==> src/rtl/dlog2_pkg.sv <==
package dlog2_pkg;

    typedef enum logic {
        OP_MUL = 1'b0,
        OP_DIV = 1'b1
    } op_e;

    localparam int N_IN_DIG  = 2;
    localparam int N_OUT_DIG = N_IN_DIG * N_IN_DIG;

    // Output digit k takes x digit (k / N_IN_DIG) and y digit (k % N_IN_DIG).
    function automatic int x_of(input int k);
        return k / N_IN_DIG;
    endfunction

    function automatic int y_of(input int k);
        return k % N_IN_DIG;
    endfunction

    // Digits that carry meaning for a given operation.
    function automatic logic [N_OUT_DIG-1:0] dig_mask(input op_e op);
        logic [N_OUT_DIG-1:0] m;
        if (op == OP_DIV) begin
            m = '0;
            m[0] = 1'b1;
        end else begin
            m = '1;
        end
        return m;
    endfunction

endpackage

==> src/rtl/dlog2_exp_addsub.sv <==
module dlog2_exp_addsub #(
    parameter int W = 6
) (
    input  logic [W-1:0] a,
    input  logic [W-1:0] b,
    input  logic         sub,
    output logic [W:0]   r
);

    logic signed [W:0] a_x;
    logic signed [W:0] b_x;

    always_comb begin
        a_x = $signed({a[W-1], a});
        b_x = $signed({b[W-1], b});
        if (sub) begin
            r = a_x - b_x;
        end else begin
            r = a_x + b_x;
        end
    end

endmodule

==> src/rtl/dlog2_digit_op.sv <==
module dlog2_digit_op
    import dlog2_pkg::*;
#(
    parameter int EA_W = 6,
    parameter int EB_W = 5
) (
    input  op_e           op,
    input  logic          en,
    input  logic          xs,
    input  logic          xz,
    input  logic [EA_W-1:0] xa,
    input  logic [EB_W-1:0] xb,
    input  logic          ys,
    input  logic          yz,
    input  logic [EA_W-1:0] ya,
    input  logic [EB_W-1:0] yb,
    output logic          ps,
    output logic          pz,
    output logic [EA_W:0] pa,
    output logic [EB_W:0] pb
);

    logic [EA_W:0] sum_a;
    logic [EB_W:0] sum_b;
    logic          sub;

    assign sub = (op == OP_DIV);

    dlog2_exp_addsub #(.W(EA_W)) u_add_a (
        .a   (xa),
        .b   (ya),
        .sub (sub),
        .r   (sum_a)
    );

    dlog2_exp_addsub #(.W(EB_W)) u_add_b (
        .a   (xb),
        .b   (yb),
        .sub (sub),
        .r   (sum_b)
    );

    always_comb begin
        if (!en) begin
            ps = 1'b0;
            pz = 1'b0;
            pa = '0;
            pb = '0;
        end else if (xz || yz) begin
            ps = 1'b0;
            pz = 1'b1;
            pa = '0;
            pb = '0;
        end else begin
            ps = xs ^ ys;
            pz = 1'b0;
            pa = sum_a;
            pb = sum_b;
        end
    end

endmodule

==> src/rtl/dlog2_out_stage.sv <==
module dlog2_out_stage #(
    parameter int W      = 8,
    parameter bit OUT_REG = 1'b1
) (
    input  logic         clk,
    input  logic         rst,
    input  logic         d_valid,
    input  logic [W-1:0] d_data,
    output logic         q_valid,
    output logic [W-1:0] q_data
);

    generate
        if (OUT_REG) begin : g_reg
            always_ff @(posedge clk) begin
                if (rst) begin
                    q_valid <= 1'b0;
                    q_data  <= '0;
                end else begin
                    q_valid <= d_valid;
                    q_data  <= d_data;
                end
            end
        end else begin : g_comb
            assign q_valid = d_valid;
            assign q_data  = d_data;
        end
    endgenerate

endmodule

==> src/rtl/dlog2_mul.sv <==
module dlog2_mul
    import dlog2_pkg::*;
#(
    parameter int EA_W    = 6,
    parameter int EB_W    = 5,
    parameter bit OUT_REG = 1'b1
) (
    input  logic                          clk,
    input  logic                          rst,
    input  logic                          in_valid,
    input  logic                          mode,
    input  logic [N_IN_DIG-1:0]           x_sign,
    input  logic [N_IN_DIG-1:0]           x_zero,
    input  logic [N_IN_DIG*EA_W-1:0]      x_ea,
    input  logic [N_IN_DIG*EB_W-1:0]      x_eb,
    input  logic [N_IN_DIG-1:0]           y_sign,
    input  logic [N_IN_DIG-1:0]           y_zero,
    input  logic [N_IN_DIG*EA_W-1:0]      y_ea,
    input  logic [N_IN_DIG*EB_W-1:0]      y_eb,
    output logic                          out_valid,
    output logic [N_OUT_DIG-1:0]          out_dv,
    output logic [N_OUT_DIG-1:0]          out_sign,
    output logic [N_OUT_DIG-1:0]          out_zero,
    output logic [N_OUT_DIG*(EA_W+1)-1:0] out_ea,
    output logic [N_OUT_DIG*(EB_W+1)-1:0] out_eb
);

    localparam int EAO   = EA_W + 1;
    localparam int EBO   = EB_W + 1;
    localparam int A_BUS = N_OUT_DIG * EAO;
    localparam int B_BUS = N_OUT_DIG * EBO;
    localparam int DW    = 3 * N_OUT_DIG + A_BUS + B_BUS;

    op_e                  op;
    logic [N_OUT_DIG-1:0] mask;
    logic [N_OUT_DIG-1:0] c_dv;
    logic [N_OUT_DIG-1:0] c_sign;
    logic [N_OUT_DIG-1:0] c_zero;
    logic [A_BUS-1:0]     c_ea;
    logic [B_BUS-1:0]     c_eb;
    logic [DW-1:0]        c_data;
    logic [DW-1:0]        q_data;

    assign op   = op_e'(mode);
    assign mask = dig_mask(op);
    assign c_dv = in_valid ? mask : '0;

    generate
        for (genvar k = 0; k < N_OUT_DIG; k++) begin : g_dig
            localparam int XI = x_of(k);
            localparam int YI = y_of(k);

            dlog2_digit_op #(
                .EA_W (EA_W),
                .EB_W (EB_W)
            ) u_dig (
                .op (op),
                .en (mask[k]),
                .xs (x_sign[XI]),
                .xz (x_zero[XI]),
                .xa (x_ea[XI*EA_W +: EA_W]),
                .xb (x_eb[XI*EB_W +: EB_W]),
                .ys (y_sign[YI]),
                .yz (y_zero[YI]),
                .ya (y_ea[YI*EA_W +: EA_W]),
                .yb (y_eb[YI*EB_W +: EB_W]),
                .ps (c_sign[k]),
                .pz (c_zero[k]),
                .pa (c_ea[k*EAO +: EAO]),
                .pb (c_eb[k*EBO +: EBO])
            );
        end
    endgenerate

    assign c_data = {c_dv, c_sign, c_zero, c_ea, c_eb};

    dlog2_out_stage #(
        .W       (DW),
        .OUT_REG (OUT_REG)
    ) u_out (
        .clk     (clk),
        .rst     (rst),
        .d_valid (in_valid),
        .d_data  (c_data),
        .q_valid (out_valid),
        .q_data  (q_data)
    );

    assign {out_dv, out_sign, out_zero, out_ea, out_eb} = q_data;

endmodule

==> config.mk <==
export PLATFORM = sky130hd
export DESIGN_NAME = dlog2_mul
export DESIGN_NICKNAME = d
export VERILOG_FILES = /design/src/rtl/dlog2_pkg.sv /design/src/rtl/dlog2_exp_addsub.sv /design/src/rtl/dlog2_digit_op.sv /design/src/rtl/dlog2_out_stage.sv /design/src/rtl/dlog2_mul.sv
export SDC_FILE = /design/constraint.sdc
export NUM_CORES = 1
export LEC_CHECK = 0
export BUFFER_PORTS_ARGS = -buffer_cell sky130_fd_sc_hd__buf_2
export CAP_MARGIN = 20
export CORE_MARGIN = 3
export CORE_UTILIZATION = 60
export DETAILED_ROUTE_END_ITERATION = 10
export PLACE_DENSITY = 0.93
export SYNTH_ARGS = -nofsm -noshare
export SYNTH_HDL_FRONTEND = slang
export SYNTH_HIERARCHICAL = 1
export SYNTH_SLANG_ARGS = --single-unit
==> constraint.sdc <==
create_clock -name clk -period 4.55 [get_ports clk]
set_input_delay 0.2275 -clock clk [delete_from_list [all_inputs] [get_ports clk]]
set_output_delay 0.2275 -clock clk [all_outputs]
set_load 0.1 [all_outputs]
# Word-level counts from Yosys, hierarchy flattened
# Cells that the tools add are included.
# op_classes
addsub,16
muxes,13
bitwise,9
reduce_logical,13
# ops
operator,count
adder 6 x 6 -> 7 bit,4
two-way mux 7 bit,4
subtractor 6 x 6 -> 7 bit,4
adder 5 x 5 -> 6 bit,4
two-way mux 6 bit,4
subtractor 5 x 5 -> 6 bit,4
OR reduction 3 bit,4
OR reduction 2 bit,5
inverter 1 bit,5
logical OR 1 bit,4
two-way mux 1 bit,4
two-way mux 4 bit,1
XOR 1 bit,4
# totals
register_bits,65
input_bits,56
output_inout_bits,65
elab_cells,61

# Depth between registers and ports, before layout
# depth
depth_word,3
mapped_depth,12
depth_no_buf,12

# By module
# The synthesis kept the hierarchy.
# modules_own_cells
mod,instances,cells_each,area_per_inst_um2,seq_area_each_um2
dlog2_out_stage,1,137,1855.5,1301.2
dlog2_exp_addsub at g_dig[0].u_dig.u_add_a ...,4,52,399.1,0.0
dlog2_exp_addsub at g_dig[0].u_dig.u_add_b ...,3,39,307.8,0.0
dlog2_digit_op,4,18,146.4,0.0
dlog2_exp_addsub at g_dig[1].u_dig.u_add_b,1,39,295.3,0.0
dlog2_mul,1,3,13.8,0.0

# Worst setup path before layout
# OpenSTA, ideal clock, no wires.
# synth_timing
path_kind,input -> register
start,in y_ea[0]
end,reg u_out.q_data[29]
setup_ns,0.062
arrival_ns,1.922
required_time_ns,4.488
path_slack_ns,2.567
cell_stages,10
n_path_buf,0
cell_sequence,inv_1 -> ha_1 -> mux2i_1 -> ha_1 -> nor2b_1 -> o21a_1 -> o21a_1 -> o311ai_1 -> and2_1 -> nor2b_2
# synth_via
elab_chain_len,2
elab_cells_between_ends,3
classes_between,2 x add/sub; 1 x mux
# synth_lines
element,line,source
from (decl),dlog2_mul.sv:18,"input logic [N_IN_DIG*EA_W-1:0] y_ea,"
adder 6 x 6 -> 7 bit / subtractor 6 x 6 -> 7 bit (equally long branches),"dlog2_exp_addsub.sv:19, dlog2_exp_addsub.sv:17",
two-way mux 7 bit *,dlog2_exp_addsub.sv:16,if (sub) begin
named net g_dig[0].u_dig.sum_a[5],dlog2_digit_op.sv:23,logic [EA_W:0] sum_a;
to (signal assigned),dlog2_out_stage.sv:21,q_data <= d_data;
to (decl),dlog2_out_stage.sv:10,output logic [W-1:0] q_data
# The timed path passes the listed nets; every way through them passes the cells marked *.
# A chain may end at the register's enable or synchronous reset.

# Final worst setup path
# layout_timing
start,in mode
end,reg u_out.q_data[37]
# layout_via
elab_cells_between_ends,4
classes_between,2 x mux; 1 x bitwise; 1 x reduce/logical
# layout_rtl
element,line,source
from (decl),dlog2_mul.sv:11,"input logic mode,"
two-way mux 7 bit,dlog2_exp_addsub.sv:16,
named net g_dig[1].u_dig.sum_a[6],dlog2_digit_op.sv:23,
# The timed path passes the listed nets, and every way through them passes these cells.

==> qor.yml <==
outcome:
  outcome: "completed"
synth:
  synth-seq-cells: 65
  synth_edf_count: 0
  synth_cell_types: 41
  yosysWarnings: 6
  synth.most_common_cell: "dfxtp_1"
  synth.avg_cell_area_um2: 9.149
  synthTopCellsByCount: "dfxtp_1, xnor2_1, ha_1"
  syn-cell-area_um2: 5270
  synth_top_area_frac: 0.2469
  seq_area_frac_synth: 0.2469
  synth_area_leaders: "dfxtp_1, ha_1, xnor2_1"
  postSynth.topFlopCell: "dfxtp_1"
  synthArstFlopShare: 0
  synth_top_area_cell: "dfxtp_1"
  postSynthCellCount: 576
global_route:
  overflow: 0
  grt_pass1_vias: 4348
  grt_first_pass_wirelength_um: 20370
  grt_start_max_net_pins: 66
  grt_usage: 0.2505
  antenna_found_initial: 0
floorplanning:
  fp.dieW_um: 99.72
  rows: 33
  io_pins: 121
  coreArea_um2: 8382
  fp.dieArea_um2: 9944
  die_height_um: 99.72
  initial_utilization: 0.6288
routing:
  ant_nets: 0
  dr.pass1.iters: 5
  route.detailed.drc: 0
  wirelength_um: 12340
  drt-initial-drc-count: 173
  avgViaCountPerCell: 5.394
  dr_total_vias: 4337
  routedWlPerCell_um: 15.35
clock_network:
  numCtsBuffers: 9
  htreeDepth: 3
  cts_root_buffer: "clkbuf_8"
  clk_path_buf_depth: 2
  cts_setup_buffers: 0
  cts.sinks: 65
  cts_tree: "yes"
  postCtsHoldBufs: 0
  cts_resized: 0
  clk_pin_slew_worst_paths_ns: 0.08
sta:
  period_share: 0.5570
  drv_slew: 0
  min_period_ns: 2.534
  final-setup-viol-count: 0
  max_freq_mhz: 394.6
  worst_pin_slew_ns: 0.9602
  fin_setup_tns_ns: 0
  hold_viol: 0
  rsz0062_at_grt: "false"
  relSlewSlack: 0.3598
pwr:
  cellLeakagePower_nw: 2.858
  powerDensity_nw_per_um2: 314.6
  ir_worst_vdd_mv: 0.1653
setup_path:
  crit_type: "primary input to flip-flop"
  critPathMaxFanout: 54
  worst_ep_arrival_time_ns: 2.75
  crit_path_end_kind: "flip-flop"
  worstPathRequired_ns: 4.76
  cp-start-kind: "primary input"
final_layout:
  n_antenna_cell: 0
  fill_cells: 603
  syn_to_final_growth_pct: 15.48
  final_layout_size_suffix_gt1_frac: 0.3190
  layout.nets: 810
  stdcell_area_um2: 6086
placed_design:
  place.gp.congestion: 0.9062
  post_dp_cell_area_um2: 5851
  portBuffers: 120
  dp_hpwl_um: 9286
flow_run:
  max_cap_viol_count: 0
min_path:
  hold_path_class: "primary input to flip-flop"
==> power breakdown <==
group          switching, mW  total [mW]  internal, mW
Clock                  0.235       0.600         0.365
Sequential           0.00468       0.592         0.587
Combinational          0.443       0.723         0.280
==> placed cells by master (no fill, tap or decap), types with 4 or more instances in the layout <==
master     instances
a21o_1             8
o31a_1             4
o22ai_1            4
o311ai_1           4
nor3b_4            4
nor3_1             9
o21bai_1           4
inv_1             45
fa_1               8
or2_0              8
nor4b_2            4
o21ai_0            8
xor2_1            12
nor2b_1           45
nor2_1            36
ha_1              52
mux2i_1            8
dfxtp_1           65
and2_2            40
nand2b_1           4
o21a_1            16
nand2_1            8
a211oi_1           4
clkbuf_8           9
o21ai_1            5
buf_2            120
a21oi_1           27
o2111ai_1          4
nor3b_1            4
nor2b_2           30
and2_1            16
xnor2_1           56
==> metal layers <==
| metal | vias up | routed length [µm] | global-route usage |
|---|---|---|---|
| met1 | 2018 | 5181 | 0.2996 |
| met2 | 153 | 6215 | 0.4428 |
| met3 | 26 | 681 | 0.05259 |
| li1 | 2140 | - | - |
| met4 | 0 | 263 | 0.08508 |
| met5 | - | 0 | 0 |
==> final cells by class <==
cell class	instances	area, µm²	area share
sequential	65	1301	0.2138
timing repair buffer	121	608.1	0.09992
multi-input combinational	452	3641	0.5983
tap	105	131.4	0.02159
inverter	45	168.9	0.02775
clock inverter	5	103.9	0.01706
clock buffer	11	131.4	0.02159
==> sequential cells by signal, summed over array words and instances, names as in the netlist <==
| name | count |
|---|---|
| u_out/q_data | 64 |
| u_out/q_valid | 1 |
==> through the flow <==
step,hold WS (ns),total power [mW],utilization,cells,worst slack (ns)
floorplan,0.3557,1.159,-,577,2.567
global placement,0.4659,1.280,0.6980,788,1.809
detailed placement,0.4717,1.311,0.6980,788,1.700
CTS,0.1107,1.916,0.7261,804,2.073
global route,0.1368,2.010,0.7261,804,1.781
finish,0.1222,1.914,0.7261,804,2.016
==> worst max-delay path: stages <==
cell and delay (ns):
buf_2 0.72, nor2_1 0.17, xnor2_1 0.26, ha_1 0.32
a211oi_1 0.29, o21bai_1 0.12, a21oi_1 0.20, xnor2_1 0.10
and2_2 0.17, nor2b_2 0.14
==> worst paths after layout <==
path      from  cells after the start                          end
max       mode                     10  u_out/q_data[37]$_SDFF_PP0_
min   in_valid                      2  u_out/q_data[60]$_SDFF_PP0_
==> logic make-up after synthesis <==
| logic type | after synthesis | synth area share |
|---|---|---|
| other cells | 1 | 0.0007116 |
| mux | 8 | 0.01520 |
| flops | 65 | 0.2469 |
| compound gates | 95 | 0.1192 |
| simple gates | 219 | 0.2882 |
| xor+xnor | 68 | 0.1130 |
| buf+inv | 60 | 0.06291 |
| fa+ha+maj | 60 | 0.1538 |
Note: power is estimated with default switching activity, not from simulation.
